**config.mk**
```make
export PLATFORM = sky130hd
export DESIGN_NAME = pdig_mult_top
export DESIGN_NICKNAME = d
export VERILOG_FILES = /design/src/rtl/pdig_pkg.sv /design/src/rtl/pdig_multiples.sv /design/src/rtl/pdig_decode.sv /design/src/rtl/pdig_select_cell.sv /design/src/rtl/pdig_shift_add.sv /design/src/rtl/pdig_mult_top.sv
export SDC_FILE = /design/constraint.sdc
export NUM_CORES = 1
export LEC_CHECK = 0
export ABC_AREA = 1
export CORE_MARGIN = 2
export CORE_UTILIZATION = 56
export CTS_CLUSTER_SIZE = 28
export DETAILED_ROUTE_END_ITERATION = 16
export HOLD_SLACK_MARGIN = 0.15
export PLACE_DENSITY = 0.88
export SLEW_MARGIN = 0
export SYNTH_ARGS = -nofsm -noshare
export SYNTH_HDL_FRONTEND = slang
export SYNTH_HIERARCHICAL = 1
export SYNTH_SLANG_ARGS = --single-unit
```
**constraint.sdc**
```tcl
create_clock -name clk_i -period 0.8 [get_ports clk_i]
set_input_delay 0.16 -clock clk_i [delete_from_list [all_inputs] [get_ports clk_i]]
set_output_delay 0.16 -clock clk_i [all_outputs]
set_load 0.01 [all_outputs]
```
**src/rtl/pdig_pkg.sv**
```systemverilog
package pdig_pkg;

  // Value of one two-bit digit of the sample
  typedef enum logic [1:0] {
    DIG_ZERO  = 2'd0,
    DIG_ONE   = 2'd1,
    DIG_TWO   = 2'd2,
    DIG_THREE = 2'd3
  } digit_e;

  // One-hot select lines produced by the digit decoder
  typedef struct packed {
    logic pick3;
    logic pick2;
    logic pick1;
  } dsel_t;

endpackage

```
**src/rtl/pdig_multiples.sv**
```systemverilog
// Shared multiples of the coefficient, sign-extended to COEF_W+2 bits.
module pdig_multiples #(
  parameter int COEF_W = 8
) (
  input  logic [COEF_W-1:0] coef_i,
  output logic [COEF_W+1:0] m1_o,
  output logic [COEF_W+1:0] m2_o,
  output logic [COEF_W+1:0] m3_o,
  output logic [COEF_W+1:0] mn1_o,
  output logic [COEF_W+1:0] mn2_o
);
  localparam int PW = COEF_W + 2;

  function automatic logic [PW-1:0] widen(input logic [COEF_W-1:0] c);
    return PW'($signed(c));
  endfunction

  function automatic logic [PW-1:0] negate(input logic [PW-1:0] v);
    return (~v) + PW'(1);
  endfunction

  always_comb begin
    m1_o  = widen(coef_i);
    m2_o  = m1_o << 1;
    m3_o  = m1_o + m2_o;        // the single adder of the block
    mn1_o = negate(m1_o);
    mn2_o = negate(m2_o);
  end

  // the negated multiples cancel the positive ones
  always_comb begin
    assert_negate_pair_R4: assert ((mn1_o + m1_o) == '0 && (mn2_o + m2_o) == '0)
      else $error("negated multiple mismatch");
  end

endmodule

```
**src/rtl/pdig_decode.sv**
```systemverilog
// Two-bit digit to one-hot select lines.
module pdig_decode (
  input  logic [1:0]            digit_i,
  output pdig_pkg::dsel_t       sel_o
);
  import pdig_pkg::*;

  always_comb begin
    sel_o = '0;
    case (digit_e'(digit_i))
      DIG_ONE:   sel_o.pick1 = 1'b1;
      DIG_TWO:   sel_o.pick2 = 1'b1;
      DIG_THREE: sel_o.pick3 = 1'b1;
      default:   sel_o = '0;
    endcase
  end

  // never more than one select line, none for digit zero
  always_comb begin
    assert_dec_onehot_R2: assert ($onehot0(sel_o) && ((digit_i == 2'd0) == (sel_o == '0)))
      else $error("decoder select lines malformed");
  end

endmodule

```
**src/rtl/pdig_select_cell.sv**
```systemverilog
// AND/OR selection of one of three multiples under a one-hot select.
module pdig_select_cell #(
  parameter int PW = 10
) (
  input  pdig_pkg::dsel_t  sel_i,
  input  logic [PW-1:0]    opt1_i,
  input  logic [PW-1:0]    opt2_i,
  input  logic [PW-1:0]    opt3_i,
  output logic [PW-1:0]    pp_o
);
  logic [PW-1:0] gated1, gated2, gated3;

  always_comb begin
    gated1 = opt1_i & {PW{sel_i.pick1}};
    gated2 = opt2_i & {PW{sel_i.pick2}};
    gated3 = opt3_i & {PW{sel_i.pick3}};
    pp_o   = (gated1 | gated2) | gated3;
  end

  // an idle digit contributes nothing
  always_comb begin
    if (sel_i == '0) begin
      assert_zero_digit_R5: assert (pp_o == '0)
        else $error("idle digit produced a nonzero partial product");
    end
  end

endmodule

```
**src/rtl/pdig_shift_add.sv**
```systemverilog
// Weights partial product j by 4^j and sums all of them.
module pdig_shift_add #(
  parameter int COEF_W = 8,
  parameter int SAMP_W = 8
) (
  input  logic [(SAMP_W/2)*(COEF_W+2)-1:0] pp_i,
  output logic [COEF_W+SAMP_W-1:0]         prod_o
);
  localparam int NDIG   = SAMP_W / 2;
  localparam int PW     = COEF_W + 2;
  localparam int PROD_W = COEF_W + SAMP_W;

  function automatic logic [PROD_W-1:0] place(input logic [PW-1:0] p, input int j);
    logic signed [PROD_W-1:0] ext;
    ext = PROD_W'($signed(p));
    return ext << (2 * j);
  endfunction

  always_comb begin
    prod_o = '0;
    for (int j = 0; j < NDIG; j++) begin
      prod_o = prod_o + place(pp_i[j*PW +: PW], j);
    end
  end

endmodule

```
**src/rtl/pdig_mult_top.sv**
```systemverilog
module pdig_mult_top #(
  parameter int COEF_W = 8,
  parameter int SAMP_W = 8
) (
  input  logic                               clk_i,
  input  logic                               rst_ni,
  input  logic                               in_valid_i,
  input  logic [COEF_W-1:0]                  coef_i,
  input  logic [SAMP_W-1:0]                  samp_i,
  output logic                               out_valid_o,
  output logic [(SAMP_W/2)*(COEF_W+2)-1:0]   pp_o,
  output logic [COEF_W+SAMP_W-1:0]           prod_o
);
  localparam int NDIG   = SAMP_W / 2;
  localparam int PW     = COEF_W + 2;
  localparam int PROD_W = COEF_W + SAMP_W;

  // shared multiples
  logic [PW-1:0] m1, m2, m3, mn1, mn2;

  pdig_multiples #(.COEF_W(COEF_W)) u_multiples (
    .coef_i (coef_i),
    .m1_o   (m1),
    .m2_o   (m2),
    .m3_o   (m3),
    .mn1_o  (mn1),
    .mn2_o  (mn2)
  );

  logic [NDIG*PW-1:0] pp_comb;
  logic [PROD_W-1:0]  prod_comb;

  for (genvar j = 0; j < NDIG; j++) begin : g_digit
    pdig_pkg::dsel_t sel;

    pdig_decode u_decode (
      .digit_i (samp_i[2*j +: 2]),
      .sel_o   (sel)
    );

    if (j == NDIG - 1) begin : g_sign_digit
      // digit codes 1,2,3 stand for +1,-2,-1
      pdig_select_cell #(.PW(PW)) u_cell (
        .sel_i  (sel),
        .opt1_i (m1),
        .opt2_i (mn2),
        .opt3_i (mn1),
        .pp_o   (pp_comb[j*PW +: PW])
      );
    end else begin : g_plain_digit
      pdig_select_cell #(.PW(PW)) u_cell (
        .sel_i  (sel),
        .opt1_i (m1),
        .opt2_i (m2),
        .opt3_i (m3),
        .pp_o   (pp_comb[j*PW +: PW])
      );
    end
  end

  pdig_shift_add #(.COEF_W(COEF_W), .SAMP_W(SAMP_W)) u_shift_add (
    .pp_i   (pp_comb),
    .prod_o (prod_comb)
  );

  always_ff @(posedge clk_i or negedge rst_ni) begin
    if (!rst_ni) begin
      out_valid_o <= 1'b0;
      pp_o        <= '0;
      prod_o      <= '0;
    end else begin
      out_valid_o <= in_valid_i;
      if (in_valid_i) begin
        pp_o   <= pp_comb;
        prod_o <= prod_comb;
      end
    end
  end

  // ---------------- named wires for the checks ----------------
  logic signed [PROD_W-1:0] coef_ext, samp_ext;
  logic [PROD_W-1:0]        chk_prod;
  logic [PW-1:0]            coef_pw;
  logic [PW-1:0]            pp_top_q;
  logic [1:0]               top_digit;

  assign coef_ext  = PROD_W'($signed(coef_i));
  assign samp_ext  = PROD_W'($signed(samp_i));
  assign chk_prod  = coef_ext * samp_ext;
  assign coef_pw   = PW'($signed(coef_i));
  assign pp_top_q  = pp_o[(NDIG-1)*PW +: PW];
  assign top_digit = samp_i[SAMP_W-1 -: 2];

  assert_prod_match_R6: assert property (@(posedge clk_i) disable iff (!rst_ni)
    out_valid_o |-> (prod_o == $past(chk_prod)))
    else $error("product differs from signed multiply");

  assert_top_neg2_R4: assert property (@(posedge clk_i) disable iff (!rst_ni)
    (out_valid_o && ($past(top_digit) == 2'b10)) |-> ((pp_top_q + ($past(coef_pw) << 1)) == '0))
    else $error("top digit code 2 did not give -2*coef");

  assert_valid_follow_R7: assert property (@(posedge clk_i) disable iff (!rst_ni)
    $past(in_valid_i) |-> out_valid_o)
    else $error("out_valid_o missing after capture");

  assert_hold_R7: assert property (@(posedge clk_i) disable iff (!rst_ni)
    !$past(in_valid_i) |-> (!out_valid_o && $stable(pp_o) && $stable(prod_o)))
    else $error("outputs moved without a capture");

endmodule

```
==> results of run 1 <==
==> through the flow <==
step           hold WS, ns  setup WS [ns]  utilization (%)  instances
4_1_cts              0.176          -2.88             93.7       1030
2_1_floorplan       -0.136          -2.79                -        714
3_5_place_dp         0.182          -3.89             77.9        958
3_3_place_gp         0.173          -3.76             77.9        958
==> repair_timing <==
| action | CTS |
|---|---|
| endpoints found under the setup margin | 113 |
| buffers inserted | 57 |
| cloned | 4 |
| gates resized for setup | 532 |
| endpoints found under the hold margin | 57 |
| hold buffers | 1 |
| pin swaps | 112 |
==> kinds of logic after synthesis <==
group / synth area share [%]
simple gates: 35.1
buf+inv: 14.2
fa+ha+maj: 13.7
compound gates: 3.61
xor+xnor: 4.88
flops: 28.4
other cells: 0.0746
==> impl_metrics.toml, run 1 <==
[sta]
crit_endpoint = "prod_o[13]$_DFFE_PN0P_/D"
worst-ep-kind = "register input"

[synthesis]
synth_cell_types = 28
synth_cells = 713
synth-edff-count = 0
synthTopCellsByArea = "dfrtp_1 28%, nand2_1 25%, ha_1 9.0%"
syn_area_um2 = 5020
yosysWarnings = 6
yosysMostFrequentCell = "nand2_1"
synthArstFlopShare_pct = 100
yosysSeqAreaShare_pct = 28.4
ys_seq_elements = 57
synth_common_cells = "341 x nand2_1, 57 x dfrtp_1, 52 x inv_1"
synth_area_per_cell_um2 = 7.05
yosysTopAreaCell = "dfrtp_1"
synth_top_flop_cell = "dfrtp_1"
synth_top_cell_area_share_pct = 28.4

[run_status]
tool.error = "[ERROR DPL-0038] Utilization greater than 100%, impossible to legalize"
status = "stopped before the end"
haltStage = "global routing (5_1_grt)"

[cts]
root_buffer = "clkbuf_8"
cts_max_level = 3
cts_buffers = 9
ctsLongestPathBuffers = 2
cts.sinks = 57

[placement]
io_buffers = 75
gp_congestion = 0.881
dpl_cell_area_um2 = 6800
dpl.hpwl_um = 11300

[floorplan]
die_h_um = 98.7
core.rowCount = 34
io_pins = 76
fp.dieW_um = 98.7
initial_core_util_pct = 57.6

[global_routing]
grt_max_degree = 58
==> run 2: changes to the inputs <==
--- a/config.mk
+++ b/config.mk
@@ -7,11 +7,9 @@
 export LEC_CHECK = 0
 export ABC_AREA = 1
 export CORE_MARGIN = 2
-export CORE_UTILIZATION = 56
-export CTS_CLUSTER_SIZE = 28
+export CORE_UTILIZATION = 40
 export DETAILED_ROUTE_END_ITERATION = 16
-export HOLD_SLACK_MARGIN = 0.15
-export PLACE_DENSITY = 0.88
+export PLACE_DENSITY_LB_ADDON = 0.15
 export SLEW_MARGIN = 0
 export SYNTH_ARGS = -nofsm -noshare
 export SYNTH_HDL_FRONTEND = slang
==> impl_metrics.toml, run 2 <==
[run_status]
status = "finished, violations left"
violations = "setup timing"

[pwr]
p_leak_nw = 4.62
ir_worst_vdd_mv = 1.19
total_power_mw = 20.3
power_density_nw_per_um2 = 2320

[sta]
fin_ws_ns = -2.95
finClkSkew_ns = 0
layout_min_cycle_time_ns = 3.75
hold_viol_final = 0
rsz0062_at_grt = "yes"
setup-violations-final = 112
min_period_over_period_pct = 469
slew_viol_final = 0
max_freq_mhz = 267
setup_tns_ns = -61.57

[detailed_routing]
via_per_inst = 4.84
dr.pass1.iters = 5
drcViolationCount = 0
antenna_left = 0
drt_wl_total_um = 16900
drt_iter0_markers = 276
avgRoutedWirePerCell_um = 15.2
num_vias = 5398

[final_layout]
num_antenna_cells = 0
drive_gt1_share_pct = 55.9
largestRegisters = "pp_o: 40 flops, prod_o: 16 flops, out_valid_o: 1 flops"
layout_commonest_cell = "nand2_1"
top_register = "pp_o"
fin_util_pct = 71.8
largest_reg_flops = 40
area_growth_syn_to_layout_pct = 73.8
layout_common_cells = "279 x nand2_1, 158 x buf_4, 57 x dfrtp_1, 44 x buf_6, 40 x nand2_2"
nNetsFinal = 1010

[synthesis]
synth-edff-count = 0
synth_area_per_cell_um2 = 7.05
yosysMostFrequentCell = "nand2_1"
synth_top_cell_area_share_pct = 28.4
synthArstFlopShare_pct = 100
synthTopCellsByArea = "dfrtp_1 28%, nand2_1 25%, ha_1 9.0%"
syn_area_um2 = 5020
synth_cells = 713
synth_top_flop_cell = "dfrtp_1"
synth_common_cells = "341 x nand2_1, 57 x dfrtp_1, 52 x inv_1"
yosysWarnings = 6
synth_cell_types = 28
yosysTopAreaCell = "dfrtp_1"
ys_seq_elements = 57
yosysSeqAreaShare_pct = 28.4

[global_routing]
grt_pass1_wl_um = 24300
antenna_found_initial = 0
grt_pass1_vias = 5089
track_usage_pct = 23.2
grt_overflow = 0
grt_max_degree = 58

[floorplan]
initial_core_util_pct = 41.3
fp.dieW_um = 116
die_h_um = 116
io_pins = 76
core-area_um2 = 12200
dieArea_um2 = 13500
core.rowCount = 40

[critical_path]
required_ns = 1.07
worstSetupStartpointType = "primary input"
end_kind = "register"
arrival_ns = 4.02
crit_type = "in2reg"
critPathMaxFanout = 4

[placement]
io_buffers = 75
pre_cts_ws_ns = -3.77
gp_congestion = 0.897
dpl.hpwl_um = 10700

[cts]
ctsLongestPathBuffers = 2
cts_max_level = 3
cts.sinks = 57
cts_buffers = 9
root_buffer = "clkbuf_16"
clk_latency_ns = 0.33
cts_tree = "done"
cts.clk_slew.worst_paths_ns = 0.06

[hold_path]
min_path_type = "in2reg"

[job]
max_cap_viol_count = 0
run 2: what timing repair did:
action,4_1_cts,5_1_grt
hold buffers,1,0
endpoints found under the setup margin,113,113
cloned,0,4
setup buffers,36,50
pin swaps,87,99
endpoints found under the hold margin,57,0
gates resized for setup,278,265
run 2: area by class of cell:
| cell class | count | area, um^2 |
|---|---|---|
| tap | 168 | 210 |
| timing repair buffer | 277 | 2220 |
| fill | 974 | 3430 |
| inverter | 56 | 249 |
| sequential | 57 | 1430 |
| clock inverter | 6 | 66.3 |
| multi-input combinational | 542 | 4320 |
| clock buffer | 10 | 239 |
run 2: kinds of logic (layout without fill, tap and decap cells):
family	Yosys count	after routing	synth area share [%]
AO/OA/AOI/OAI	32	32	3.61
AND/OR/NAND/NOR	431	432	35.1
flip-flops	57	57	28.4
buffers and inverters	116	349	14.2
adder cells (fa/ha/maj)	48	48	13.7
XOR/XNOR	28	28	4.88
other	1	2	0.0746
run 2: where the power goes:
part / internal [mW] / switching [mW] / leakage [nW] / total, mW
Sequential: 3.47 / 0.293 / 0.719 / 3.76
Combinational: 6.35 / 6.27 / 3.76 / 12.6
Clock: 2.50 / 1.41 / 0.141 / 3.91
Total: 12.3 / 7.97 / 4.62 / 20.3
run 2: path summary, 6_finish.rpt:
path | start | endpoint | slack (ns) | depth (start not counted)
worst max-delay path | coef_i[0] | prod_o[14] | -2.95 | 27
worst min-delay path | in_valid_i | out_valid_o | 0.21 | 2
worst max register to register | prod_o[3] | prod_o[3] | -0.03 | 4
worst min register to register | pp_o[24] | pp_o[24] | 0.46 | 2
max in group asynchronous | rst_ni | pp_o[15] | 0.17 | 3
min in group asynchronous | rst_ni | pp_o[28] | 0.35 | 3
run 2: per-stage QoR:
step           cell area [um^2]  std cells  hold WS [ns]
2_1_floorplan              5460        714        -0.136
6_report                   8730       1116         0.211
3_3_place_gp               6840       1015         0.176
5_1_grt                    8730       1116         0.221
3_5_place_dp               6840       1015         0.180
4_1_cts                    7790       1068         0.202
run 2: metal layers:
layer  up-vias  GRT usage [%]  wire, um
li1       2633              -         -
met1      2578           28.4      7000
met4         0           8.73       586
met3        43           3.09       531
met2       144           41.7      8810
met5         -              0         0
run 2: worst max-delay path: stages:
cell     delay (ns)
buf_8          0.08
ha_4           0.13
inv_2          0.04
fa_2           0.39
nor2_2         0.11
nor2_2         0.06
xnor2_2        0.21
nand2_1        0.10
nand3_2        0.11
ha_4           0.24
nand2_4        0.09
inv_2          0.04
nand2_2        0.06
nand2_4        0.06
a21oi_2        0.12
nor2_1         0.07
nor2_2         0.15
xnor2_2        0.15
fa_2           0.49
ha_4           0.33
nand2_2        0.07
nor3_2         0.21
nand3_1        0.14
nand3_2        0.11
xor2_1         0.16
nand2_1        0.07
nand2_1        0.07
Note: power is estimated with default switching activity, not from simulation.
